==> src/rtl/ocu_pkg.sv <==
// Package: shared constants and helpers for the output compare unit.
// Assumes a byte-wide register bus and channels mapped from bit 7 downward.
package ocu_pkg;
    localparam int DATA_W = 8;

    // Register byte bit owned by channel index ch (0-based).
    function automatic int chan_bit(input int ch);
        return DATA_W - 1 - ch;
    endfunction
endpackage

==> src/rtl/ocu_chan.sv <==
// Module: one compare channel. Holds a 16-bit compare value written as two
// bytes (high at the even address) and flags a hit when the counter strobe
// is high, the count equals the stored value and the channel is enabled.
// Assumes CNT_W is 16 (two bytes).
module ocu_chan #(
    parameter int CNT_W  = 16,
    parameter int ADDR_W = 4,
    parameter int IDX    = 0
) (
    input  logic                     clk,
    input  logic                     rst_n,
    input  logic                     wr,
    input  logic [ADDR_W-1:0]        addr,
    input  logic [ocu_pkg::DATA_W-1:0] wdata,
    input  logic [CNT_W-1:0]         cnt_val,
    input  logic                     cnt_tick,
    input  logic                     en,
    output logic [CNT_W-1:0]         cmp_q,
    output logic                     hit
);
    localparam int DW = ocu_pkg::DATA_W;
    localparam logic [ADDR_W-1:0] HI_ADDR = ADDR_W'(2 * IDX);
    localparam logic [ADDR_W-1:0] LO_ADDR = ADDR_W'(2 * IDX + 1);

    logic wr_hi, wr_lo;

    // Byte write decode for this channel.
    always_comb begin
        wr_hi = wr && (addr == HI_ADDR);
        wr_lo = wr && (addr == LO_ADDR);
    end

    // Compare value storage, reset to all ones.
    always_ff @(posedge clk) begin
        if (!rst_n) begin
            cmp_q <= '1;
        end else begin
            if (wr_hi) cmp_q[CNT_W-1 -: DW] <= wdata;
            if (wr_lo) cmp_q[DW-1:0]        <= wdata;
        end
    end

    // Match detection against the stored (pre-write) value.
    always_comb begin
        hit = cnt_tick && en && (cmp_q == cnt_val);
    end

    AST_CMP_HI_WRITE: assert property (@(posedge clk) disable iff (!rst_n)
        $past(rst_n && wr_hi) |-> (cmp_q[CNT_W-1 -: DW] == $past(wdata)));
    AST_CMP_LO_WRITE: assert property (@(posedge clk) disable iff (!rst_n)
        $past(rst_n && wr_lo) |-> (cmp_q[DW-1:0] == $past(wdata)));
endmodule

==> src/rtl/ocu_flags.sv <==
// Module: per-channel event flags. A hit sets a flag, a clear request
// resets it, and a hit in the same cycle as a clear wins.
// Assumes set and clr are single-cycle requests from the channel logic and
// the bus decode.
module ocu_flags #(
    parameter int NUM_CH = 5
) (
    input  logic              clk,
    input  logic              rst_n,
    input  logic [NUM_CH-1:0] set,
    input  logic [NUM_CH-1:0] clr,
    output logic [NUM_CH-1:0] flag_q
);
    // Flag register: set has priority over write-one-to-clear.
    always_ff @(posedge clk) begin
        if (!rst_n) flag_q <= '0;
        else        flag_q <= set | (flag_q & ~clr);
    end

    for (genvar g = 0; g < NUM_CH; g++) begin : g_chk
        AST_SET_NEEDS_HIT: assert property (@(posedge clk) disable iff (!rst_n)
            $rose(flag_q[g]) |-> $past(set[g]));
        AST_HIT_SETS: assert property (@(posedge clk) disable iff (!rst_n)
            $past(rst_n && set[g]) |-> flag_q[g]);
        AST_W1C: assert property (@(posedge clk) disable iff (!rst_n)
            $past(rst_n && clr[g] && !set[g]) |-> !flag_q[g]);
        AST_FLAG_HOLD: assert property (@(posedge clk) disable iff (!rst_n)
            $past(rst_n && flag_q[g] && !clr[g]) |-> flag_q[g]);
    end
endmodule

==> src/rtl/ocu_rdmux.sv <==
// Module: combinational read path. Selects a compare byte, the enable byte
// or the flag byte by address; unused bits and unmapped addresses read 0.
// Assumes channel bits are packed from the byte's MSB downward.
module ocu_rdmux #(
    parameter int NUM_CH = 5,
    parameter int CNT_W  = 16,
    parameter int ADDR_W = 4
) (
    input  logic [ADDR_W-1:0]             addr,
    input  logic [NUM_CH-1:0][CNT_W-1:0]  cmp,
    input  logic [NUM_CH-1:0]             mask,
    input  logic [NUM_CH-1:0]             flag,
    output logic [ocu_pkg::DATA_W-1:0]    rdata
);
    localparam int DW = ocu_pkg::DATA_W;
    localparam logic [ADDR_W-1:0] MASK_ADDR = ADDR_W'(2 * NUM_CH);
    localparam logic [ADDR_W-1:0] FLAG_ADDR = ADDR_W'(2 * NUM_CH + 1);

    // Address-indexed byte select.
    always_comb begin
        rdata = '0;
        for (int i = 0; i < NUM_CH; i++) begin
            if (addr == ADDR_W'(2 * i))     rdata = cmp[i][CNT_W-1 -: DW];
            if (addr == ADDR_W'(2 * i + 1)) rdata = cmp[i][DW-1:0];
        end
        if (addr == MASK_ADDR)
            for (int i = 0; i < NUM_CH; i++) rdata[ocu_pkg::chan_bit(i)] = mask[i];
        if (addr == FLAG_ADDR)
            for (int i = 0; i < NUM_CH; i++) rdata[ocu_pkg::chan_bit(i)] = flag[i];
    end
endmodule

==> src/rtl/ocu_top.sv <==
// Module: multi-channel output compare unit. Compares an external count,
// sampled on its advance strobe, against NUM_CH compare values, latches
// per-channel flags gated by an enable byte and drives a combined interrupt.
// Assumes NUM_CH <= 8 and a 16-bit count; the counter itself is external.
module ocu_top #(
    parameter int NUM_CH = 5,
    parameter int CNT_W  = 16,
    parameter int ADDR_W = 4
) (
    input  logic                       clk,
    input  logic                       rst_n,
    input  logic [CNT_W-1:0]           cnt_val,
    input  logic                       cnt_tick,
    input  logic [ADDR_W-1:0]          bus_addr,
    input  logic                       bus_wr,
    input  logic [ocu_pkg::DATA_W-1:0] bus_wdata,
    output logic [ocu_pkg::DATA_W-1:0] bus_rdata,
    output logic                       irq
);
    localparam logic [ADDR_W-1:0] MASK_ADDR = ADDR_W'(2 * NUM_CH);
    localparam logic [ADDR_W-1:0] FLAG_ADDR = ADDR_W'(2 * NUM_CH + 1);

    logic [NUM_CH-1:0][CNT_W-1:0] cmp;
    logic [NUM_CH-1:0]            hit;
    logic [NUM_CH-1:0]            mask_q;
    logic [NUM_CH-1:0]            flag;
    logic [NUM_CH-1:0]            clr;
    logic                         wr_mask, wr_flag;

    // Bus decode for the enable and flag bytes.
    always_comb begin
        wr_mask = bus_wr && (bus_addr == MASK_ADDR);
        wr_flag = bus_wr && (bus_addr == FLAG_ADDR);
        for (int i = 0; i < NUM_CH; i++)
            clr[i] = wr_flag && bus_wdata[ocu_pkg::chan_bit(i)];
    end

    // Enable byte storage; only channel bits are kept.
    always_ff @(posedge clk) begin
        if (!rst_n) mask_q <= '0;
        else if (wr_mask)
            for (int i = 0; i < NUM_CH; i++)
                mask_q[i] <= bus_wdata[ocu_pkg::chan_bit(i)];
    end

    for (genvar g = 0; g < NUM_CH; g++) begin : g_ch
        ocu_chan #(.CNT_W(CNT_W), .ADDR_W(ADDR_W), .IDX(g)) u_chan (
            .clk(clk), .rst_n(rst_n), .wr(bus_wr), .addr(bus_addr),
            .wdata(bus_wdata), .cnt_val(cnt_val), .cnt_tick(cnt_tick),
            .en(mask_q[g]), .cmp_q(cmp[g]), .hit(hit[g])
        );
    end

    ocu_flags #(.NUM_CH(NUM_CH)) u_flags (
        .clk(clk), .rst_n(rst_n), .set(hit), .clr(clr), .flag_q(flag)
    );

    ocu_rdmux #(.NUM_CH(NUM_CH), .CNT_W(CNT_W), .ADDR_W(ADDR_W)) u_rdmux (
        .addr(bus_addr), .cmp(cmp), .mask(mask_q), .flag(flag), .rdata(bus_rdata)
    );

    // Combined interrupt request.
    always_comb begin
        irq = |(flag & mask_q);
    end

    AST_IRQ_AFTER_HIT: assert property (@(posedge clk) disable iff (!rst_n)
        $past(rst_n && (hit != '0) && !wr_mask) |-> irq);
    AST_NO_IRQ_IDLE: assert property (@(posedge clk) disable iff (!rst_n)
        (flag == '0) |-> !irq);
endmodule

==> config.mk <==
export PLATFORM = sky130hd
export DESIGN_NAME = ocu_top
export DESIGN_NICKNAME = d
export VERILOG_FILES = /design/src/rtl/ocu_pkg.sv /design/src/rtl/ocu_chan.sv /design/src/rtl/ocu_flags.sv /design/src/rtl/ocu_rdmux.sv /design/src/rtl/ocu_top.sv
export SDC_FILE = /design/constraint.sdc
export NUM_CORES = 1
export LEC_CHECK = 0
export CAP_MARGIN = 15
export CORE_MARGIN = 3
export CORE_UTILIZATION = 45
export DETAILED_ROUTE_END_ITERATION = 10
export DONT_BUFFER_PORTS = 1
export PLACE_DENSITY = 0.71
export REMOVE_ABC_BUFFERS = 1
export SETUP_SLACK_MARGIN = 0.5
export SYNTH_ARGS = -nofsm -noshare
export SYNTH_HDL_FRONTEND = slang
export SYNTH_SLANG_ARGS = --single-unit
==> constraint.sdc <==
create_clock -name clk -period 1 [get_ports clk]
set_input_delay 0.05 -clock clk [delete_from_list [all_inputs] [get_ports clk]]
set_output_delay 0.05 -clock clk [all_outputs]
set_load 0.05 [all_outputs]
==> results of run 1 <==
==> worst paths after layout <==
kind                            slack (ns)                startpoint                      end  cells after the start
worst max-delay path                 -0.79  g_ch[0].u_chan.cmp_q[12]             bus_rdata[4]                      5
worst min register to register        0.47   g_ch[4].u_chan.cmp_q[2]  g_ch[4].u_chan.cmp_q[2]                      2
worst min-delay path                 -0.23                     rst_n  g_ch[1].u_chan.cmp_q[3]                      1
worst max register to register       -0.48   g_ch[2].u_chan.cmp_q[5]        u_flags.flag_q[2]                      7
==> state kept, by name, indices dropped and copies added, names as in the netlist <==
signal             count
mask_q                 5
u_flags.flag_q         5
g_ch.u_chan.cmp_q     80
==> per-stage QoR <==
stage,power [mW],hold slack [ns],cell area [µm²],worst slack (ns)
final,8.77,-0.232,7780,-0.787
after floorplan,4.47,0.122,4850,-0.760
after CTS,8.44,-0.230,6980,-0.697
after global routing,8.94,-0.235,7780,-0.904
after detailed placement,4.84,0.137,5750,-0.431
after global placement,4.82,0.131,5750,-0.483
==> power by group through the flow <==
stage               clock network [mW]  registers, mW  logic [mW]
detailed placement                   0           3.80        1.04
CTS                               3.48           3.73        1.23
finish                            3.56           3.73        1.48
global route                      3.67           3.74        1.54
floorplan                            0           3.79       0.674
global placement                     0           3.80        1.02
==> layer usage <==
layer  up-vias  GRT usage (%)  share of wire (%)
met5         -              0              0.055
met4         2           20.9                 11
met3       212           8.34                 12
met2       522           49.7                 44
met1      2851           38.7                 34
li1       2415              -                  -
==> cells by family (layout without fill, tap and decap cells) <==
| logic type | count (synthesis) | after routing | share of synthesized area, % |
|---|---|---|---|
| buf+inv | 62 | 143 | 5.66 |
| flops | 90 | 90 | 35.1 |
| simple gates | 346 | 346 | 30.9 |
| compound gates | 66 | 66 | 9.07 |
| mux | 22 | 22 | 5.61 |
| xor+xnor | 80 | 80 | 13.7 |
==> cells in the final DEF (no fill, tap or decap), drive strengths merged, types with 4 or more instances in the layout <==
cell,count
nand2,180
buf,124
dfxtp,90
nand3,89
xnor2,65
o21ai,17
xor2,15
nand4,15
mux2i,13
nor2,13
nor2b,10
clkbuf,10
o22ai,8
nand2b,7
nand3b,6
o22a,6
nor4,6
or2,5
mux4,5
nor3,5
a32o,5
a21boi,5
mux2,4
a211oi,4
a31oi,4
==> worst register-to-register path, cell delays in order, from the launching register on <==
cell     delay (ns)
dfxtp_2        0.33
buf_4          0.13
buf_6          0.12
xnor2_2        0.12
nand4_1        0.15
nor4_2         0.30
buf_4          0.16
a32o_1         0.12
==> what timing repair did <==
| item | 4_1_cts | 5_1_grt |
|---|---|---|
| endpoints found under the setup margin | 99 | 99 |
| resized for setup | 264 | 152 |
| gates cloned | 1 | 0 |
| pin swaps | 96 | 70 |
| buffers inserted | 11 | 19 |
| hold endpoints to repair | 90 | 90 |
==> cell type report <==
class                   count  area share, %
multi-input cells         514           53.3
flip-flops and latches     90           24.6
repair buffers            124           15.8
clock buffers              10           3.07
well taps                 140           2.25
clock inverters             6          0.852
inverters                   3          0.145
==> impl_metrics.toml, run 1 <==
[die]
dieWidth_um = 113
die_y_um = 113
core_area_mm2 = 0.0110
dieArea_mm2 = 0.0127
num_io_pins = 41
num_rows = 38
start_util_pct = 46.7

[outcome]
status = "finished with violations"
violations = "hold timing, setup timing"

[worst_setup_path]
cp.required_ns = 0.95
arrival_ns = 1.74
cp_max_fo = 2
cpMaxStageDelayCell = "dfxtp_2"
slowest_delay_ns = 0.37
crit_path_end_kind = "output pin"
crit_buf_inv = 1
path_delay_family = "compound AO/OA/AOI/OAI gates"
cp_cell_sequence = "o21bai_1 -> a221oi_2 -> o22ai_1 -> a31oi_1 -> buf_4"
worst_setup_path_start_kind = "flop"
critical_path_class = "flop to output pin"

[layout]
fin_util_pct = 70.9
n_antenna_cell = 0
area_growth_pct = 51.8
stdcell_count = 887
multi_input_area_mm2 = 0.00415
nNetsFinal = 774
seqCellArea_mm2 = 0.00192
drive_gt1_share_pct = 58.9
fill_cells = 667

[pwr]
sequentialPowerShare_pct = 42.5
leakage_nw = 3.05
irDropWorstVdd_mv = 1.05
clkPwrFrac_pct = 40.5
p_sw_mw = 2.36
powerDensity_mw_per_mm2 = 1130
comb_power_share_pct = 16.9
switching_share_pct = 26.9
p_int_mw = 6.41

[cts]
cts.clk_slew.worst_paths_ns = 0.07
clk-insertion-delay-late_ns = 0.36
tritoncts = "done"
cts_root_buf = "clkbuf_16"
htree_levels = 3
clockBufferDepth = 2
cts_buffers = 9
cts.sinks = 90

[detailed_routing]
finalWirelength_um = 23700
detail_route.wl_per_cell_um = 26.7
vias_per_cell = 6.77
antenna_left = 0
drtPass1Iterations = 7
drt_iter0_markers = 892
route.vias.total = 6002
drcViolationCount = 0

[grt]
grt_max_degree = 92
grt_first_pass_wirelength_um = 31000
grt_antenna_before_repair = 1
first_global_vias = 5373
grt_use_total_pct = 31.8
gr-total-overflow = 0

[sta]
timing.final.crit_share_pct = 179
final_hold_viol_count = 90
tightest_slew_ns = 0.475
finalCriticalPeriod_ns = 1.79
maxClockFrequency_mhz = 560
holdWs_ns = -0.232
drv_slew = 0
rsz0062_at_grt = "true"
slew_headroom_pct = 68.3
layout_setup_ws_ns = -0.787
final.setup_skew_ns = 0.00859
finalSetupViolCount = 22
tns_ns = -8.11

[place]
io_buffers = 0
dp.cells = 840
globalplace.congestion = 1.02
hpwlAfterDp_um = 12800

[yosys]
synth_most_common_cell = "nand2_1"
synth_flop_cell = "dfxtp_1"
yosysSeqAreaShare_pct = 35.1
synth_area_leaders = "dfxtp_1 35%, nand2_1 13%, xnor2_1 11%"
netlist_instances = 666
yosys.area.top_type = "dfxtp_1"
syn_area_mm2 = 0.00513
synth_warnings = 0
synth_top_area_share_pct = 35.1
avgSynthCellArea_um2 = 7.70
synth_edf_count = 0
async_reset_ff_share_pct = 0
synth_common_cells = "180 x nand2_1, 90 x dfxtp_1, 89 x nand3_1"
ys_seq_elements = 90
ys_types = 45

[job]
max_cap_viol_count = 0

[min_path]
hold_class = "primary input to flop"
Power figures use the tool's default switching activity.
==> inputs of run 2 (changes only) <==
--- a/config.mk
+++ b/config.mk
@@ -5,6 +5,7 @@
 export SDC_FILE = /design/constraint.sdc
 export NUM_CORES = 1
 export LEC_CHECK = 0
+export ABC_AREA = 1
 export CAP_MARGIN = 15
 export CORE_MARGIN = 3
 export CORE_UTILIZATION = 45
==> run 2 against run 1 <==
Net effect: non-clock buffer count increased by 50; flip-flop and latch count unchanged; utilization increased by 4.7 points; the flow still finishes with violations (hold timing, setup timing); via count increased by 5.7%; area after synthesis decreased by 2.7%; final cell count increased by 19%; largest power group unchanged; critical endpoint is now bus_rdata[6].
==> impl_metrics.toml, run 2 <==
[layout]
fin_util_pct = 75.5
mostFrequentLayoutCell = "nand2_1"
largest_register_ffs = 80
area_growth_pct = 59.7
nNetsFinal = 944
largest_register = "g_ch.u_chan.cmp_q"
largestRegisters = "g_ch.u_chan.cmp_q: 80 flops, mask_q: 5 flops, u_flags.flag_q: 5 flops"
n_antenna_cell = 0
fill_cells = 742
drive_gt1_share_pct = 51.9
layout_common_cells = "162 x nand2_1, 91 x buf_4, 70 x buf_6"

[yosys]
synth_top_area_share_pct = 36.1
async_reset_ff_share_pct = 0
ys_seq_elements = 90
synth_warnings = 0
synth_common_cells = "215 x nand2_1, 90 x dfxtp_1, 76 x inv_1"
netlist_instances = 753
ys_types = 31
avgSynthCellArea_um2 = 6.63
synth_area_leaders = "dfxtp_1 36%, nand2_1 16%, nand3_1 6.1%"
synth_flop_cell = "dfxtp_1"
yosys.area.top_type = "dfxtp_1"
syn_area_mm2 = 0.00499
synth_most_common_cell = "nand2_1"
yosysSeqAreaShare_pct = 36.1
synth_edf_count = 0

[die]
core_area_mm2 = 0.0106
dieWidth_um = 111
num_io_pins = 41
num_rows = 37
dieArea_mm2 = 0.0124
die_y_um = 111
start_util_pct = 47.3

[worst_setup_path]
worst_setup_path_start_kind = "flop"
cp_max_fo = 3
cpMaxStageDelayCell = "dfxtp_4"
critical_path_class = "flop to output pin"
path_delay_family = "simple AND/OR/NAND/NOR gates"
arrival_ns = 1.75
cp_cell_sequence = "nand3_2 -> nand3_2 -> nor2_2 -> nand4_1 -> nand2_1 -> nand2_1 -> nand2_1 -> nand3_2 -> buf_12"
cp.required_ns = 0.95
slowest_delay_ns = 0.37
crit_buf_inv = 1
crit_path_end_kind = "output pin"

[grt]
grt_use_total_pct = 34.6
gr-total-overflow = 0
grt_first_pass_wirelength_um = 33000
grt_max_degree = 64
grt_antenna_before_repair = 0
first_global_vias = 5805

[outcome]
status = "finished with violations"
violations = "hold timing, setup timing"

[pwr]
leakage_nw = 3.54
p_sw_mw = 2.50
clkPwrFrac_pct = 37.6
switching_share_pct = 28.3
powerDensity_mw_per_mm2 = 1110
sequentialPowerShare_pct = 42.2
totalPowerFinal_mw = 8.85
p_int_mw = 6.34
irDropWorstVdd_mv = 1.16
comb_power_share_pct = 20.2

[sta]
finalSetupViolCount = 15
final.setup_skew_ns = 0.0170
timing.final.crit_share_pct = 180
maxClockFrequency_mhz = 556
finalCriticalPeriod_ns = 1.80
slew_headroom_pct = 73.4
final_hold_viol_count = 90
tightest_slew_ns = 0.398
rsz0062_at_grt = "true"
holdWs_ns = -0.272
layout_setup_ws_ns = -0.799
drv_slew = 0

[detailed_routing]
drtPass1Iterations = 6
route.vias.total = 6343
drcViolationCount = 0
antenna_left = 0
detail_route.wl_per_cell_um = 21.9
finalWirelength_um = 23100
drt_iter0_markers = 727
vias_per_cell = 6.03

[cts]
cts_root_buf = "clkbuf_8"
clockBufferDepth = 2
cts.sinks = 90
tritoncts = "done"
clk-insertion-delay-late_ns = 0.40
cts_buffers = 9
cts.clk_slew.worst_paths_ns = 0.09
htree_levels = 3

[place]
hpwlAfterDp_um = 15500
io_buffers = 0
globalplace.congestion = 1.02

[min_path]
hold_class = "primary input to flop"

[job]
max_cap_viol_count = 0
-- run 2: area by class of cell --
class                   count  area, µm²  share of cell area, %
inverters                  87        428                   5.37
multi-input cells         550       3490                   43.8
repair buffers            174       1720                   21.6
well taps                 136        170                   2.13
clock inverters             6        130                   1.63
flip-flops and latches     90       1910                   23.9
clock buffers               9        124                   1.55
-- run 2: logic make-up after synthesis --
group	share of synthesized area (%)
buffers and inverters	8.72
AOI/OAI and AO/OA	18.4
xor gates and xnor gates	3.86
and+or+nand+nor	32.9
DFF	36.1
-- run 2: per-layer routing --
metal	part of all wire, %	up-vias	GRT usage (%)
li1	-	2843	-
met1	39	2925	45.6
met2	44	443	51.9
met3	11	132	11.6
met4	5.7	0	14.8
met5	0	-	0
-- run 2: timing repair --
item	4_1_cts	5_1_grt
pin swaps	73	87
resized for setup	235	197
endpoints found under the setup margin	99	99
endpoints found under the hold margin	90	90
cloned	2	0
setup buffers	25	31
-- run 2: final timing paths --
kind | start | end | slack (ns) | cells after the start
min | rst_n | g_ch[0].u_chan.cmp_q[15] | -0.27 | 1
max | g_ch[0].u_chan.cmp_q[6] | bus_rdata[6] | -0.80 | 9
min reg2reg | g_ch[1].u_chan.cmp_q[4] | g_ch[1].u_chan.cmp_q[4] | 0.48 | 2
max reg2reg | g_ch[1].u_chan.cmp_q[13] | u_flags.flag_q[1] | -0.38 | 9
-- run 2: metrics by stage --
step / TNS, ns / std cells / setup WS (ns) / cell area [µm²]
CTS: -6.60 / 1021 / -0.669 / 7060
floorplan: -17.64 / 727 / -0.524 / 4880
global route: -8.34 / 1052 / -0.880 / 7970
detailed placement: -14.85 / 979 / -0.371 / 6060
finish: -7.33 / 1052 / -0.799 / 7970
global placement: -12.26 / 979 / -0.340 / 6060
-- run 2: power groups by stage --
stage	Combinational, mW	Clock, mW	Sequential, mW
floorplan	0.742	0	3.78
global placement	1.37	0	3.80
detailed placement	1.38	0	3.80
CTS	1.55	3.30	3.73
global route	1.89	3.47	3.74
finish	1.79	3.33	3.73
